$ cat src/rtl/lazy_flag_eval.sv
module lazy_flag_eval (
  input  logic        clk,
  input  logic        rst_n,
  input  logic        flush_i,
  input  logic [4:0]  tag_i,
  input  logic [31:0] dst_i,
  input  logic [31:0] src_i,
  output logic [3:0]  flags_o
);

  localparam logic [2:0] K_FLAGS = 3'd0;
  localparam logic [2:0] K_LOGIC = 3'd1;
  localparam logic [2:0] K_ADD   = 3'd2;
  localparam logic [2:0] K_SUB   = 3'd3;
  localparam logic [2:0] K_ADDX  = 3'd4;
  localparam logic [2:0] K_SUBX  = 3'd5;

  logic [2:0]  kind;
  logic [1:0]  size;
  logic [31:0] mask, rm, sm, orig, ovf;
  logic [4:0]  top;
  logic        neg, zero, carry, valid;
  logic [3:0]  next_flags;

  assign kind = tag_i[4:2];
  assign size = tag_i[1:0];

  always_comb begin
    case (size)
      2'd0:    begin mask = 32'h0000_00ff; top = 5'd7;  end
      2'd1:    begin mask = 32'h0000_ffff; top = 5'd15; end
      default: begin mask = 32'hffff_ffff; top = 5'd31; end
    endcase
  end

  assign rm   = dst_i & mask;
  assign sm   = src_i & mask;
  assign neg  = rm[top];
  assign zero = (rm == 32'd0);

  always_comb begin
    orig  = 32'd0;
    carry = 1'b0;
    ovf   = 32'd0;
    case (kind)
      K_ADD: begin
        orig  = (rm - sm) & mask;
        carry = rm < sm;
        ovf   = (sm ^ rm) & ~(orig ^ sm);
      end
      K_ADDX: begin
        orig  = (rm - sm - 32'd1) & mask;
        carry = rm <= sm;
        ovf   = (sm ^ rm) & ~(orig ^ sm);
      end
      K_SUB: begin
        orig  = (rm + sm) & mask;
        carry = orig < sm;
        ovf   = (orig ^ rm) & (orig ^ sm);
      end
      K_SUBX: begin
        orig  = (rm + sm + 32'd1) & mask;
        carry = orig <= sm;
        ovf   = (orig ^ rm) & (orig ^ sm);
      end
      default: ;
    endcase
  end

  always_comb begin
    valid      = (size != 2'd3);
    next_flags = {neg, zero, ovf[top], carry};
    case (kind)
      K_FLAGS: begin valid = 1'b1; next_flags = dst_i[3:0]; end
      K_LOGIC: next_flags = {neg, zero, 2'b00};
      K_ADD, K_SUB, K_ADDX, K_SUBX: ;
      default: valid = 1'b0;
    endcase
  end

  always_ff @(posedge clk) begin
    if (!rst_n)
      flags_o <= 4'b0000;
    else if (flush_i && valid)
      flags_o <= next_flags;
  end

  assert_reset_clear_R1: assert property (@(posedge clk)
    $rose(rst_n) |-> flags_o == 4'b0000);

  assert_hold_idle_R2: assert property (@(posedge clk) disable iff (!rst_n)
    !flush_i |=> $stable(flags_o));

  assert_direct_pass_R3: assert property (@(posedge clk) disable iff (!rst_n)
    (flush_i && kind == K_FLAGS) |=> flags_o == $past(dst_i[3:0]));

  assert_logic_vc_clear_R4: assert property (@(posedge clk) disable iff (!rst_n)
    (flush_i && kind == K_LOGIC && size != 2'd3) |=> flags_o[1:0] == 2'b00);

  assert_nz_exclusive_R4: assert property (@(posedge clk) disable iff (!rst_n)
    (flush_i && kind != K_FLAGS) |=> !(flags_o[3] && flags_o[2]));

  assert_reserved_hold_R10: assert property (@(posedge clk) disable iff (!rst_n)
    (flush_i && (kind > K_SUBX || (kind != K_FLAGS && size == 2'd3))) |=> $stable(flags_o));

endmodule

$ cat config.mk
export PLATFORM = sky130hd
export DESIGN_NAME = lazy_flag_eval
export DESIGN_NICKNAME = d
export VERILOG_FILES = /design/src/rtl/lazy_flag_eval.sv
export SDC_FILE = /design/constraint.sdc
export NUM_CORES = 1
export LEC_CHECK = 0
export ABC_AREA = 1
export BUFFER_PORTS_ARGS = -buffer_cell sky130_fd_sc_hd__buf_2
export CORE_UTILIZATION = 55
export CTS_CLUSTER_SIZE = 28
export DETAILED_ROUTE_END_ITERATION = 10
export PLACE_DENSITY = 0.77
export SLEW_MARGIN = 25
export SYNTH_ARGS = -nofsm -noshare
export SYNTH_HDL_FRONTEND = slang
export SYNTH_SLANG_ARGS = --single-unit
$ cat constraint.sdc
create_clock -name clk -period 6 [get_ports clk]
set_input_delay 0.6 -clock clk [delete_from_list [all_inputs] [get_ports clk]]
set_output_delay 0.6 -clock clk [all_outputs]
set_load 0.02 [all_outputs]
---- Yosys cells after proc, flatten, opt, wreduce, memory -nomap -nowiden ----
Index checks and enable logic that the tools add are counted.
cells by class
  multiply operators ...................... 0
  mux-type cells .......................... 10
  shifts and indexed selects .............. 0
  add/subtract/negate cells ............... 4
  reductions and logical operators ........ 5
  $lt $le $gt $ge ......................... 5
  eq/ne operators ......................... 7
  bitwise gates (word level) .............. 19
  divide/modulo/power cells ............... 0
operator list
  kind                     number
  $and A32 B32 Y32         10
  $xor A32 B32 Y32         7
  $pmux W32 S4             1
  $le A32 B32 Y1           2
  $lt A32 B32 Y1           2
  $not A32 Y32             2
  $pmux W32 S2             1
  $add A32 B1 Y32 const B  1
  $add A32 B32 Y32         1
  $logic_not A32 Y1        1
  $sub A32 B1 Y32 const B  1
  $sub A32 B32 Y32         1
  $bmux W1 S5              2
  $pmux W5 S2              1
  $pmux W4 S2              1
  $eq A3 B2 Y1 const B     2
  $eq A3 B3 Y1 const B     2
  $lt A5 B6 Y1 const B     1
  $reduce_or A5 Y1         1
  $pmux W1 S4              1
  $eq A3 B1 Y1 const B     1
  $logic_not A3 Y1         1
  $eq A2 B1 Y1 const B     1
  $logic_not A2 Y1         1
  4 further kinds          5
word-level totals
  bits in latches ......................... 0
  logic and storage cells ................. 51
  bits of input ports ..................... 72
  memory bits (read-only) ................. 0
  memories ................................ 0
  bits in writable memories ............... 0
  output and inout bits ................... 4
  register bits after elaboration ......... 4

---- Longest topological paths before layout ----
  word-level depth ........................ 13
  depth in mapped cells ................... 38
  gate-level depth less buffers ........... 36

---- Worst setup path before layout ----
Ideal clock, no wire load.
  path kind ............................... input-to-reg
  from .................................... input tag_i[1]
  to ...................................... register flags_o[0]
  path slack .............................. 1.142 ns
  arrival ................................. 4.741 ns
  stages on the path ...................... 35
  path through ............................ buf_4 nor2_2 clkbuf_1 buf_1 nor2_1 ha_1 buf_2 inv_2 nand2_2 nor2_1 nand4_1 nand3_2 nand2_1 nand2_1 nand2_1 nor2_1 nand4_1 nor2_2 nand4_2 nor2_4 nand2_1 o21bai_1 inv_1 ha_1 nand2_1 nor2_1 nand4_1 nor4_1 nand2_1 nand3_1 nand2_1 nand2_1 nand3_1 o221ai_1 inv_1
on the way
  cells in the longest elaborated chain, start to end .. 9
  elaborated cells between the ends (all ways) .. 18
  classes of those cells .................. add/sub: 2; order compare: 4; eq/ne: 2; mux: 4; bitwise: 4; reduce/logical: 2
RTL lines
  what                                                     line    source
  start: declaration                                       5       input logic [4:0] tag_i,
  $eq A2 B1 Y1 / $logic_not A2 Y1 (equally long branches)  29      case (size)
  $pmux W32 S2                                             29
  $and A32 B32 Y32 (on tied branches)                      36, 37
  $add A32 B32 Y32                                         57, 62
  $add A32 B1 Y32                                          62      orig = (rm + sm + 32'd1) & mask;
  $and A32 B32 Y32                                         62
  $le A32 B32 Y1                                           63      carry = orig <= sm;
  $pmux W1 S4                                              45      case (kind)
  $pmux W4 S2                                              73      case (kind)
  end signal: assignment                                   85      flags_o <= next_flags;
  end: declaration                                         8       output logic [3:0] flags_o
Several ways; a longest one is shown, not always the timed one.
A chain may end at the register's enable or synchronous reset.

---- Worst setup path in the final report ----
Ends and elaborated chain as after synthesis.

==> results_dict.tcl <==
set metrics [dict create \
    regArea_um2 80.1 \
    antenna_cells 0 \
    power.internal_uw 427 \
    pre_cts_slack_ns 0.457 \
    status "finished clean" \
    dieArea_um2 15400 \
    antenna_found_initial 0 \
    synthMuxAreaShare_pct 0 \
    vias_per_cell 5.66 \
    grt_pass1_wl_um 45300 \
    setup_tns_ns 0 \
    final_common_cell "nand2_1" \
    clock_tree.root_cell "clkbuf_16" \
    initial_core_util_pct 56.3 \
    ant_nets 0 \
    postSynthAreaPerCell_um2 5.18 \
    grt_usage_pct 38.3 \
    slowest_stage "ha_1" \
    cts_resized 0 \
    first_global_vias 9065 \
    cts_buffers 3 \
    netlist_instances 1580 \
    die_h_um 124 \
    synth-simple-area-share_pct 49.0 \
    yosysUniqueCellTypes 48 \
    min_period_ns 5.46 \
    clk_pin_slew_ns 0.03 \
    ys_warn_count 0 \
    slew_headroom_pct 44.9 \
    synth-xor-area-share_pct 2.46 \
    port-buffer-count 75 \
    reg2reg_depth 2 \
    max-cap-violations 0 \
    cts_hold_buf 0 \
    clk_path_buf_depth 2 \
    coreArea_um2 14500 \
    final_hold_viol_count 0 \
    clock_latency_ns 0.22 \
    drt-pass1-iter-count 6 \
    syn_to_final_growth_pct 6.71 \
    finalMaxSlewViolations 0 \
    tightestPinTransition_ns 0.821 \
    critPathMaxStageDelay_ns 0.48 \
    required_ns 6.11 \
    rows 44 \
    nets 1835 \
    swShare_pct 61.5 \
    synth_compound_area_share_pct 12.9 \
    r2r_end "flags_o[2]" \
    ys_ff_latch 4 \
    rrSetupSlack_ns 5.28 \
    hold_start "flags_o[3]" \
    grt_max_degree 31 \
    vias 10300 \
    synth_top_family_by_area "simple AND/OR/NAND/NOR gates" \
    crit_path_max_fanout 16 \
    mostFrequentLayoutCells "nand2_1 (492), inv_1 (263), nor2_1 (189)" \
    syn_nets 1781 \
    die_x_um 124 \
    rsz0062_at_grt "no" \
    yosysSeqAreaShare_pct 0.978 \
    overflow 0 \
    p_sw_uw 683 \
    worst_slack_ns 0.542 \
    synthAdderAreaFrac_pct 19.9 \
    hold_path_class "flip-flop to flip-flop" \
    criticalPathCategory "primary input to flip-flop" \
    cts_tree "yes" \
    p_leak_nw 5.31 \
    fmax_mhz 183 \
    critPathArrivalTime_ns 5.57 \
    hpwl_um 25400 \
    worstHoldEndpoint "flags_o[3]" \
    wl_per_cell_um 16.1 \
    multi_input_comb_area_um2 6900 \
    peakVddDrop_v 0.000293 \
    cp-start-kind "primary input" \
    largest_reg_flops 4 \
    io_pins 76 \
    drive_above_1_share_pct 9.87 \
    setup_violations 0 \
    regMostFlops "flags_o" \
    finalCritPeriodShare_pct 91.0 \
    cp-end-kind "flip-flop" \
    pwr-share-comb_pct 87.8 \
    r2r-start "flags_o[2]" \
    htree_num_levels 1 \
    routed_wl_um 29100 \
    top_regs "flags_o (4)" \
    fillCellCount 1596 \
    first_iter_violations 1242 \
    power_density_nw_per_um2 127 \
    crit_path_frequent_cell "nand2_1" \
    remaining_drc_errors 0 \
    cts_sinks 4 \
    gp_congestion 0.997 \
    cts_setup_buffers 0 \
    p_clk_share_pct 9.4 \
    syn-cell-area_um2 8190 \
    min_path_cells 1 \
    power.share.sequential_pct 2.8 \
    fin_worst_skew_ns 0 \
]
layout make-up:
cell class | instances | share of cell area (%)
Sequential cell | 4 | 0.917
Inverter | 277 | 11.9
Multi-Input combinational cell | 1268 | 78.9
Timing Repair Buffer | 80 | 4.73
Clock buffer | 3 | 0.859
Tap cell | 184 | 2.64
how the worst max path moves through the flow:
stage / from / to / depth (start not counted)
after floorplan: tag_i[1] / flags_o[0] / 35
after global placement: tag_i[1] / flags_o[0] / 33
after detailed placement: tag_i[1] / flags_o[0] / 33
after CTS: tag_i[1] / flags_o[0] / 33
after global routing: tag_i[1] / flags_o[0] / 33
final: tag_i[1] / flags_o[0] / 33
cells in the mapped netlist, drive strengths merged:
| library cell | instances | share of area, % |
|---|---|---|
| a211oi | 3 | 0.28 |
| a21boi | 2 | 0.18 |
| a21o | 1 | 0.092 |
| a21oi | 101 | 6.6 |
| a31o | 1 | 0.11 |
| a31oi | 2 | 0.15 |
| a41oi | 1 | 0.11 |
| and2 | 2 | 0.18 |
| and3 | 1 | 0.076 |
| buf | 17 | 1.4 |
| clkbuf | 14 | 0.64 |
| clkinv | 1 | 0.061 |
| dfxtp | 4 | 0.98 |
| fa | 2 | 0.49 |
| ha | 127 | 19 |
| inv | 276 | 13 |
| nand2 | 523 | 25 |
| nand3 | 131 | 8.4 |
| nand3b | 3 | 0.28 |
| nand4 | 29 | 2.3 |
| nor2 | 207 | 10 |
| nor3 | 24 | 1.5 |
| nor4 | 10 | 0.76 |
| o2111ai | 2 | 0.21 |
| o211a | 1 | 0.12 |
| o211ai | 6 | 0.55 |
| o21a | 5 | 0.46 |
| o21ai | 49 | 3.0 |
| o21bai | 7 | 0.64 |
| o221ai | 3 | 0.32 |
| o32ai | 1 | 0.11 |
| or2 | 1 | 0.076 |
| xnor2 | 1 | 0.11 |
| xor2 | 22 | 2.4 |
cells by family (layout without fill, tap and decap cells):
family,count (synthesis),in the layout
buffers and inverters,308,360
adder cells (fa/ha/maj),129,129
XOR/XNOR,23,23
flip-flops,4,4
AND/OR/NAND/NOR,931,931
AO/OA/AOI/OAI,185,185
layer usage:
layer / global-route usage (%) / wire length (um)
met5: 0 / 0
met1: 56.3 / 13400
met3: 5.91 / 3230
met4: 11.2 / 828
met2: 56.5 / 11600
power by group through the flow:
stage / registers (mW) / clock network [mW] / logic (mW)
5_1_grt: 0.0306 / 0.107 / 1.09
3_5_place_dp: 0.0306 / 0 / 0.942
2_1_floorplan: 0.0334 / 0 / 0.695
3_3_place_gp: 0.0306 / 0 / 0.928
6_report: 0.0306 / 0.105 / 0.975
4_1_cts: 0.0304 / 0.105 / 0.947
worst max-delay path: cells and delay by family:
kind / cells / cell delay (ns)
AND/OR/NAND/NOR: 24 / 3.31
buffers and inverters: 5 / 0.57
adder cells (fa/ha/maj): 2 / 0.75
AO/OA/AOI/OAI: 2 / 0.31
stage by stage:
stage	utilization, %	cells	hold WS [ns]	power [mW]	cell area [um2]
after floorplan	-	1580	0.606	0.729	8190
after global placement	59.6	1813	0.501	0.959	8660
after detailed placement	59.6	1813	0.492	0.973	8660
after CTS	60.1	1816	0.501	1.08	8740
after global routing	60.1	1816	0.515	1.23	8740
final	60.1	1816	0.505	1.11	8740
Power figures use the tool's default switching activity.
